==> src/rtl/drvlink_pkg.sv <==
package drvlink_pkg;
  localparam int FW     = 4;
  localparam int NF     = 10;
  localparam int PKT_W  = FW * NF;
  localparam int NACT   = 13;
  localparam int SUB_W  = 3;
  localparam int CTL_W  = 4;
  localparam int CTL_KP = 2;

  typedef enum logic [3:0] {
    ACT_STATUS  = 4'd0,
    ACT_STOP    = 4'd1,
    ACT_TOC     = 4'd2,
    ACT_PLAY    = 4'd3,
    ACT_SEEK    = 4'd4,
    ACT_PAUSE   = 4'd5,
    ACT_RESUME  = 4'd6,
    ACT_FFWD    = 4'd7,
    ACT_REWIND  = 4'd8,
    ACT_RECOVER = 4'd9,
    ACT_CLOSE   = 4'd10,
    ACT_OPEN    = 4'd11,
    ACT_UNKNOWN = 4'd12
  } act_e;
endpackage

==> src/rtl/drvlink_cmd_dec.sv <==
module drvlink_cmd_dec
  import drvlink_pkg::*;
#(
  parameter int FLD_W  = FW,
  parameter int N_FLD  = NF,
  parameter int N_ACT  = NACT,
  parameter int SUBW   = SUB_W,
  parameter int TOC_MAX = 5
) (
  input  logic                   clk,
  input  logic                   rst_n,
  input  logic                   cmd_valid,
  input  logic [FLD_W*N_FLD-1:0] cmd_pkt,
  output logic [N_ACT-1:0]       act_strb,
  output logic [SUBW-1:0]        toc_sub,
  output logic [FLD_W-1:0]       mode_nxt
);
  localparam int SUB_LSB = 3 * FLD_W;

  logic [FLD_W-1:0] code;
  logic [FLD_W-1:0] sub;
  logic             sub_ok;
  act_e             act_sel;
  logic [N_ACT-1:0] strb_d, strb_q;
  logic [SUBW-1:0]  toc_d, toc_q;
  logic [FLD_W-1:0] mode_q;

  assign code   = cmd_pkt[FLD_W-1:0];
  assign sub    = cmd_pkt[SUB_LSB +: FLD_W];
  assign sub_ok = (sub <= FLD_W'(TOC_MAX));

  always_comb begin
    unique case (code)
      4'd0:    act_sel = ACT_STATUS;
      4'd1:    act_sel = ACT_STOP;
      4'd2:    act_sel = sub_ok ? ACT_TOC : ACT_STATUS;
      4'd3:    act_sel = ACT_PLAY;
      4'd4:    act_sel = ACT_SEEK;
      4'd6:    act_sel = ACT_PAUSE;
      4'd7:    act_sel = ACT_RESUME;
      4'd8:    act_sel = ACT_FFWD;
      4'd9:    act_sel = ACT_REWIND;
      4'd10:   act_sel = ACT_RECOVER;
      4'd12:   act_sel = ACT_CLOSE;
      4'd13:   act_sel = ACT_OPEN;
      default: act_sel = ACT_UNKNOWN;
    endcase
  end

  always_comb begin
    strb_d   = '0;
    toc_d    = toc_q;
    mode_nxt = mode_q;
    if (cmd_valid) begin
      strb_d[act_sel] = 1'b1;
      if (code == 4'd2) begin
        if (sub_ok) begin
          toc_d    = sub[SUBW-1:0];
          mode_nxt = sub;
        end else begin
          mode_nxt = '1;
        end
      end
    end
  end

  always_ff @(posedge clk or negedge rst_n) begin
    if (!rst_n) begin
      strb_q <= '0;
      toc_q  <= '0;
      mode_q <= '0;
    end else begin
      strb_q <= strb_d;
      if (cmd_valid) begin
        toc_q  <= toc_d;
        mode_q <= mode_nxt;
      end
    end
  end

  assign act_strb = strb_q;
  assign toc_sub  = toc_q;

  p_one_strobe_r2: assert property (@(posedge clk) disable iff (!rst_n)
    $onehot0(act_strb));
  p_strobe_cause_r11: assert property (@(posedge clk) disable iff (!rst_n)
    (act_strb != '0) |-> $past(cmd_valid));
  p_toc_range_r3: assert property (@(posedge clk) disable iff (!rst_n)
    act_strb[ACT_TOC] |-> (toc_sub <= SUBW'(TOC_MAX)));
  p_mode_hold_r5: assert property (@(posedge clk) disable iff (!rst_n)
    !cmd_valid |=> $stable(mode_q));
endmodule

==> src/rtl/drvlink_stat_pack.sv <==
module drvlink_stat_pack
  import drvlink_pkg::*;
#(
  parameter int FLD_W = FW,
  parameter int N_FLD = NF
) (
  input  logic                   clk,
  input  logic                   rst_n,
  input  logic                   pub_req,
  input  logic                   irq_en,
  input  logic [FLD_W-1:0]       drv_state,
  input  logic [FLD_W-1:0]       mode_in,
  input  logic [2*FLD_W-1:0]     drv_min,
  input  logic [2*FLD_W-1:0]     drv_sec,
  input  logic [2*FLD_W-1:0]     drv_frm,
  input  logic [FLD_W-1:0]       drv_ext,
  output logic [FLD_W*N_FLD-1:0] stat_pkt,
  output logic                   stat_irq
);
  localparam int SUM_W  = FLD_W + $clog2(N_FLD);
  localparam int CK_IDX = N_FLD - 1;

  logic [FLD_W-1:0] fld_d [N_FLD];
  logic [FLD_W-1:0] fld_q [N_FLD];
  logic [SUM_W-1:0] sum_d;
  logic [SUM_W-1:0] sum_q;
  logic             irq_q;

  always_comb begin
    fld_d[0] = drv_state;
    fld_d[1] = mode_in;
    fld_d[2] = drv_min[2*FLD_W-1:FLD_W];
    fld_d[3] = drv_min[FLD_W-1:0];
    fld_d[4] = drv_sec[2*FLD_W-1:FLD_W];
    fld_d[5] = drv_sec[FLD_W-1:0];
    fld_d[6] = drv_frm[2*FLD_W-1:FLD_W];
    fld_d[7] = drv_frm[FLD_W-1:0];
    fld_d[8] = drv_ext;
    sum_d = '0;
    for (int i = 0; i < CK_IDX; i++) sum_d = sum_d + SUM_W'(fld_d[i]);
    fld_d[CK_IDX] = ~sum_d[FLD_W-1:0];
  end

  always_ff @(posedge clk or negedge rst_n) begin
    if (!rst_n) begin
      for (int i = 0; i < N_FLD; i++) fld_q[i] <= (i == CK_IDX) ? '1 : '0;
      irq_q <= 1'b0;
    end else begin
      if (pub_req) begin
        for (int i = 0; i < N_FLD; i++) fld_q[i] <= fld_d[i];
      end
      irq_q <= pub_req & irq_en;
    end
  end

  genvar g;
  generate
    for (g = 0; g < N_FLD; g++) begin : g_flat
      assign stat_pkt[g*FLD_W +: FLD_W] = fld_q[g];
    end
  endgenerate

  assign stat_irq = irq_q;

  always_comb begin
    sum_q = '0;
    for (int i = 0; i < CK_IDX; i++) sum_q = sum_q + SUM_W'(fld_q[i]);
  end

  p_checksum_r7: assert property (@(posedge clk) disable iff (!rst_n)
    fld_q[CK_IDX] == ~sum_q[FLD_W-1:0]);
  p_irq_cause_r9: assert property (@(posedge clk) disable iff (!rst_n)
    stat_irq |-> $past(pub_req && irq_en));
  p_pkt_hold_r6: assert property (@(posedge clk) disable iff (!rst_n)
    !pub_req |=> $stable(stat_pkt));
endmodule

==> src/rtl/drvlink_ctl_reg.sv <==
module drvlink_ctl_reg
  import drvlink_pkg::*;
#(
  parameter int CW   = CTL_W,
  parameter int KEEP = CTL_KP
) (
  input  logic          clk,
  input  logic          rst_n,
  input  logic          wr_en,
  input  logic [CW-1:0] wr_data,
  input  logic          trim,
  output logic [CW-1:0] ctl_q
);
  localparam logic [CW-1:0] KEEP_MASK = CW'((1 << KEEP) - 1);

  logic [CW-1:0] ctl_d, ctl_r;

  always_comb begin
    ctl_d = ctl_r;
    if (wr_en) ctl_d = wr_data;
    if (trim)  ctl_d = ctl_d & KEEP_MASK;
  end

  always_ff @(posedge clk or negedge rst_n) begin
    if (!rst_n)             ctl_r <= '0;
    else if (wr_en || trim) ctl_r <= ctl_d;
  end

  assign ctl_q = ctl_r;

  p_trim_high_r8: assert property (@(posedge clk) disable iff (!rst_n)
    trim |=> (ctl_q[CW-1:KEEP] == '0));
  p_trim_keeps_low_r8: assert property (@(posedge clk) disable iff (!rst_n)
    (trim && !wr_en) |=> (ctl_q[KEEP-1:0] == $past(ctl_q[KEEP-1:0])));
endmodule

==> src/rtl/drvlink_top.sv <==
module drvlink_top
  import drvlink_pkg::*;
(
  input  logic             clk,
  input  logic             rst_n,
  input  logic             cmd_valid,
  input  logic [PKT_W-1:0] cmd_pkt,
  output logic [NACT-1:0]  act_strb,
  output logic [SUB_W-1:0] toc_sub,
  input  logic             ctl_we,
  input  logic [CTL_W-1:0] ctl_wd,
  output logic [CTL_W-1:0] ctl_q,
  input  logic             pub_req,
  input  logic             irq_en,
  input  logic [FW-1:0]    drv_state,
  input  logic [2*FW-1:0]  drv_min,
  input  logic [2*FW-1:0]  drv_sec,
  input  logic [2*FW-1:0]  drv_frm,
  input  logic [FW-1:0]    drv_ext,
  output logic [PKT_W-1:0] stat_pkt,
  output logic             stat_irq
);
  logic [FW-1:0] mode_nxt;

  drvlink_cmd_dec u_dec (
    .clk       (clk),
    .rst_n     (rst_n),
    .cmd_valid (cmd_valid),
    .cmd_pkt   (cmd_pkt),
    .act_strb  (act_strb),
    .toc_sub   (toc_sub),
    .mode_nxt  (mode_nxt)
  );

  drvlink_stat_pack u_pack (
    .clk       (clk),
    .rst_n     (rst_n),
    .pub_req   (pub_req),
    .irq_en    (irq_en),
    .drv_state (drv_state),
    .mode_in   (mode_nxt),
    .drv_min   (drv_min),
    .drv_sec   (drv_sec),
    .drv_frm   (drv_frm),
    .drv_ext   (drv_ext),
    .stat_pkt  (stat_pkt),
    .stat_irq  (stat_irq)
  );

  drvlink_ctl_reg u_ctl (
    .clk     (clk),
    .rst_n   (rst_n),
    .wr_en   (ctl_we),
    .wr_data (ctl_wd),
    .trim    (pub_req),
    .ctl_q   (ctl_q)
  );

  p_same_cycle_mode_r10: assert property (@(posedge clk) disable iff (!rst_n)
    (pub_req && cmd_valid && cmd_pkt[3:0] == 4'd2) |=> (stat_pkt[7:4] != 4'd0 ||
      $past(cmd_pkt[15:12]) == 4'd0));
endmodule

==> config.mk <==
export PLATFORM = sky130hd
export DESIGN_NAME = drvlink_top
export DESIGN_NICKNAME = d
export VERILOG_FILES = /design/src/rtl/drvlink_pkg.sv /design/src/rtl/drvlink_cmd_dec.sv /design/src/rtl/drvlink_stat_pack.sv /design/src/rtl/drvlink_ctl_reg.sv /design/src/rtl/drvlink_top.sv
export SDC_FILE = /design/constraint.sdc
export NUM_CORES = 1
export LEC_CHECK = 0
export ABC_AREA = 1
export BUFFER_PORTS_ARGS = -buffer_cell sky130_fd_sc_hd__buf_2
export CAP_MARGIN = 5
export CORE_ASPECT_RATIO = 0.75
export CORE_UTILIZATION = 51
export CTS_CLUSTER_DIAMETER = 60
export CTS_CLUSTER_SIZE = 20
export DETAILED_ROUTE_END_ITERATION = 8
export PLACE_DENSITY = 0.85
export RECOVER_POWER = 50
export SLEW_MARGIN = 5
export SYNTH_ARGS = -nofsm -noshare
export SYNTH_HDL_FRONTEND = slang
export SYNTH_HIERARCHICAL = 1
export SYNTH_SLANG_ARGS = --single-unit
==> constraint.sdc <==
create_clock -name clk -period 7.4 [get_ports clk]
set_clock_uncertainty 0.1 [all_clocks]
set_input_delay 0 -clock clk [delete_from_list [all_inputs] [get_ports clk]]
set_output_delay 0 -clock clk [all_outputs]
set_load 0.02 [all_outputs]
# ---- After elaboration in Yosys (flattened, before gate mapping)
# Cells that the tools add are included.
dict set report totals {
  ff_bits 65
  out_inout_bits 61
  word_cells 56
}
dict set report classes {
  add_sub_neg 8
  magnitude_cmp 3
  eq_ne 11
  mux 10
  bitwise 2
  reduce_logical 6
}
# operator count
set op_table {}
lappend op_table {{4-bit case mux with 12 select lines} 1}
lappend op_table {{4-bit adder} 8}
lappend op_table {{4-bit equality test (second input constant)} 5}
lappend op_table {{4-bit two-way mux} 5}
lappend op_table {{13-bit two-way mux} 1}
lappend op_table {{4-bit by 3-bit equality test with 1-bit output (second input constant)} 3}
lappend op_table {{4-bit by 2-bit equality test with 1-bit output (second input constant)} 2}
lappend op_table {{4-bit by 5-bit less-than comparator with 1-bit output (second input constant)} 1}
lappend op_table {{1-bit demux with 4-bit select} 1}
lappend op_table {{4-bit by 1-bit equality test with 1-bit output (second input constant)} 1}
lappend op_table {{4-bit by 1-bit greater-or-equal comparator with 1-bit output (second input constant)} 1}
lappend op_table {{4-bit by 3-bit <= comparator with 1-bit output (second input constant)} 1}
lappend op_table {{4-bit zero test} 1}
lappend op_table {{4-bit NOT} 1}
lappend op_table {{3-bit AND reduction} 1}
lappend op_table {{2-bit two-way mux} 1}
lappend op_table {{2-bit AND reduction} 1}
lappend op_table {{2-bit nonzero test} 1}
lappend op_table {{1-bit bitwise AND} 1}
lappend op_table {{1-bit logical AND} 1}
lappend op_table {{1-bit logical OR} 1}
lappend op_table {{1-bit two-way mux} 1}

# ---- Logic depth before layout (Yosys ltp)
dict set report depth {
  word_depth 13
  mapped_depth 28
  depth_no_buf 27
}

# ---- Hierarchy
# The synthesis kept the hierarchy.
# module n_inst cells_each area_each_um2
set modules_own_cells {}
lappend modules_own_cells {drvlink_stat_pack 1 254 2204.6}
lappend modules_own_cells {drvlink_cmd_dec 1 106 914.6}
lappend modules_own_cells {drvlink_ctl_reg 1 18 157.7}

# ---- Least setup slack after synthesis
# OpenSTA, ideal clock, no wires.
dict set report synth_timing {
  kind {input to register}
  start {input port cmd_pkt[0]}
  end {register u_pack.fld_q (netlist bit u_pack/stat_pkt[39])}
  t_arrival_ns 3.397
  required_time_ns 7.224
  slack_ns 3.827
  cell_stages 25
  path_cell_list {buf_2 > nor2_8 > nand3_4 > nand2_1 > o21ai_1 > fa_1 > inv_1 > fa_1 > fa_1 > inv_1 > fa_1 > ha_1 > inv_1 > nand2_1 > nand2_1 > inv_1 > nand2_1 > nand2_1 > inv_1 > nand2_1 > nand2_1 > inv_1 > nand2_1 > nand3_1 > nand2_1}
}
dict set report synth_between {
  elab_chain_cells 12
}
# item line
set synth_lines {}
lappend synth_lines {{start: declaration} drvlink_top.sv:7} ;# input logic [PKT_W-1:0] cmd_pkt,
lappend synth_lines {{4-bit by 2-bit equality test with 1-bit output} drvlink_cmd_dec.sv:56} ;# if (code == 4'd2) begin
lappend synth_lines {{4-bit two-way mux} drvlink_cmd_dec.sv:56}
lappend synth_lines {{4-bit two-way mux} drvlink_cmd_dec.sv:54} ;# if (cmd_valid) begin
lappend synth_lines {{named net mode_nxt[2]} drvlink_top.sv:23} ;# logic [FW-1:0] mode_nxt;
lappend synth_lines {{4-bit adder (8 in a row)} drvlink_stat_pack.sv:40} ;# for (int i = 0; i < CK_IDX; i++) sum_d = sum_d + SUM_W'(fld_d[i]);
lappend synth_lines {{4-bit NOT} drvlink_stat_pack.sv:41} ;# fld_d[CK_IDX] = ~sum_d[FLD_W-1:0];
lappend synth_lines {{end: declaration} drvlink_stat_pack.sv:24} ;# logic [FLD_W-1:0] fld_q [N_FLD];
# The timed path passes the listed nets, and every way through them passes these cells.
# A chain may end at the register's enable or synchronous reset.

# ---- Final worst setup path
dict set report layout_timing {
  start {input port cmd_pkt[3]}
  end {register u_pack.fld_q (netlist bit u_pack/stat_pkt[39])}
}
# The elaborated chain is that of the path after synthesis.

==> flow_summary.toml <==
[run_status]
status = "finished, violations left"
violations = "max-capacitance violations, max-slew violations"

[grt]
grt_pass1_wl_um = 14300
grt_pass1_vias = 3180
groute.usage.overall_pct = 28.2
overflow = 0
antenna_found_initial = 0
grt_max_degree = 66

[timing]
grt_setup_unrepaired = "no"
slew_viol_final = 66
worst_slew_pin_slew_ps = 3410
hold_violations = 0
period_needed_ps = 4470
maxSlewHeadroom_pct = -127
setup_tns_ps = 0
finalSetupViolCount = 0
fin_crit_sh_pct = 60.4
fmax_mhz = 224

[placed_design]
gp_congestion = 0.814
dpl.hpwl_um = 5290
placed_cell_area_mm2 = 0.00388
portBuffers = 110

[worst_hold_path]
hold_path.class = "in -> reg"

[finish]
antennaDiodeCount = 0
finalNetCount = 650
fin_util_pct = 75.9
area_growth_pct = 39.2
fin_area_mm2 = 0.00456
drive_gt1_share_pct = 13.4

[detailed_routing]
ant_nets = 0
drc = 0
wire_per_inst_um = 13.8
routed_wl_um = 8700
drt_iter0_drc = 185
firstDrtPassIters = 5
via_count = 3058
via_per_inst = 4.85

[yosys]
syn_nets = 480
yosys_register_bits = 65
synthSimpleGateAreaFrac_pct = 25.2
synth-compound-area-share_pct = 4.16
avgSynthCellArea_um2 = 8.67
synth_top_area_share_pct = 46.6
ys_top_cells_by_area = "dfrtp_1 47%, nand2_1 17%, fa_1 9.8%"
synth-edff-count = 0
yosysMostFrequentCell = "nand2_1"
synth_top_family_by_area = "simple AND/OR/NAND/NOR gates"
synth-seq-area-share_pct = 49.8
netlist_instances = 378
ys.flop_type = "dfrtp_1"
synth_top_area_cell = "dfrtp_1"
netlist_top_cells_count = "150 x nand2_1, 61 x dfrtp_1, 45 x inv_1, 24 x nor2_1, 20 x o21ai_0"
synth_cell_types = 26
yosys_warnings = 6
synth_area_mm2 = 0.00328
synth.area.mux_share_pct = 0
synth-adder-area-share_pct = 11.3
synthArstFlopShare_pct = 100
synth_xor_xnor_area_share_pct = 1.60

[pwr]
p_per_area_mw_per_mm2 = 238
peakVddDrop_mv = 0.130
p_leak_uw = 0.00241
p_total_uw = 1090

[setup_path]
critical_path_required_ps = 7580
crit_fanout = 8
cp-end-kind = "flop"
worstPathArrival_ps = 4650
crit_type = "in -> reg"
cp-start-kind = "primary input"

[clock_tree]
cts_max_path_buffers = 2
cts.sinks = 65
clock-root-buffer = "clkbuf_8"
worstSkewPairLatency_ps = 330
clkTransAtPathRegs_ps = 70
post_cts_buffers = 0
htreeDepth = 3
cts_tree = "built"
cts-buffers-inserted = 9

[floorplan]
fp.coreArea_mm2 = 0.00601
ios = 143
initial_core_util_pct = 54.6
rows = 24
die_area_mm2 = 0.00675
die_y_um = 71.4
chipWidth_um = 94.6

[job]
drv_cap = 1
==> routing by layer <==
| metal | global-route usage [%] | routed length, um |
|---|---|---|
| met3 | 7.96 | 542 |
| met5 | 0 | 0 |
| met2 | 49.0 | 4480 |
| met4 | 12.6 | 190 |
| met1 | 32.6 | 3490 |
==> critical path, cell delays in order <==
cell	delay, ps
dlygate4sd3_1	550
clkbuf_1	180
nor2_1	370
nand3_4	200
o21ai_0	370
fa_1	510
fa_1	520
inv_1	50
fa_1	350
inv_1	80
fa_1	430
ha_1	250
inv_1	60
nand2_1	40
nand2_1	90
inv_1	50
nand2_1	50
nand2_1	60
inv_1	50
nand2_1	50
nand2_1	80
inv_1	40
nand2_1	50
nand3_1	60
nand2_1	110
==> state kept, by name (all words and copies together) (netlist names) <==
signal,count
u_ctl/ctl_q,4
u_dec/mode_q,4
u_dec/toc_sub,3
u_dec/act_strb,13
u_pack/stat_pkt,40
u_pack/stat_irq,1
==> final timing paths <==
kind | start | end | slack (ps) | depth (start not counted)
max | cmd_pkt[3] | u_pack/stat_pkt[39]$_DFFE_PN1P_ | 2930 | 25
min | irq_en | u_pack/stat_irq$_DFF_PN0_ | 290 | 4
max reg2reg | u_dec/mode_q[2]$_DFFE_PN0P_ | u_pack/stat_pkt[39]$_DFFE_PN1P_ | 3590 | 21
min reg2reg | u_pack/stat_pkt[27]$_DFFE_PN0P_ | u_pack/stat_pkt[27]$_DFFE_PN0P_ | 370 | 2
max in group asynchronous | rst_n | u_pack/stat_pkt[21]$_DFFE_PN0P_ | 3930 | 3
min in group asynchronous | rst_n | u_dec/act_strb[5]$_DFF_PN0_ | 1340 | 3
==> final cells by class <==
class	count	area, um^2
Inverter	52	195
Tap cell	78	97.6
Fill cell	438	1450
Timing Repair Buffer	171	1070
Clock buffer	13	149
Clock inverter	3	40.0
Multi-Input combinational cell	249	1380
Sequential cell	65	1630
==> per-stage QoR <==
| stage | hold slack (ps) | cells | setup WS [ps] |
|---|---|---|---|
| 5_1_grt | 295 | 631 | 2510 |
| 6_report | 288 | 631 | 2930 |
| 4_1_cts | 23.8 | 631 | 3210 |
| 3_3_place_gp | 80.1 | 556 | 3560 |
| 3_5_place_dp | 102 | 556 | 3410 |
| 2_1_floorplan | -396 | 378 | 3830 |
==> cells by family (layout without fill, tap and decap cells) <==
group	after synthesis	after routing
fa+ha+maj	20	20
buf+inv	64	239
xor+xnor	6	6
compound gates	26	26
simple gates	197	197
flops	65	65
==> power by group <==
group	leakage (uW)	internal, uW	switching [uW]	total, uW
Clock	0.0000974	164	130	294
Sequential	0.000809	406	22.8	429
Combinational	0.00150	138	226	364
Total	0.00241	708	378	1090
==> what timing repair did <==
| action | in CTS | in global routing |
|---|---|---|
| gates resized for setup | 0 | 0 |
| hold buffers | 59 | 0 |
| endpoints found under the hold margin | 116 | 0 |
==> placed cells by master (no fill, tap or decap), types with 4 or more instances in the layout <==
cell type      synthesis  layout
nor2_1                24      26
inv_2                  7       5
fa_1                  16      16
buf_2                  6      45
nand2_1              150     150
nor4_1                 4       4
nand3_1               11      11
clkbuf_8               0      10
clkbuf_1               4      69
o21ai_1                4       4
o21ai_0               20      20
ha_1                   4       4
dfstp_2                4       4
inv_1                 45      47
dfrtp_1               61      61
dlygate4sd3_1          0      59
No activity file was read; power rests on OpenSTA's default activity.
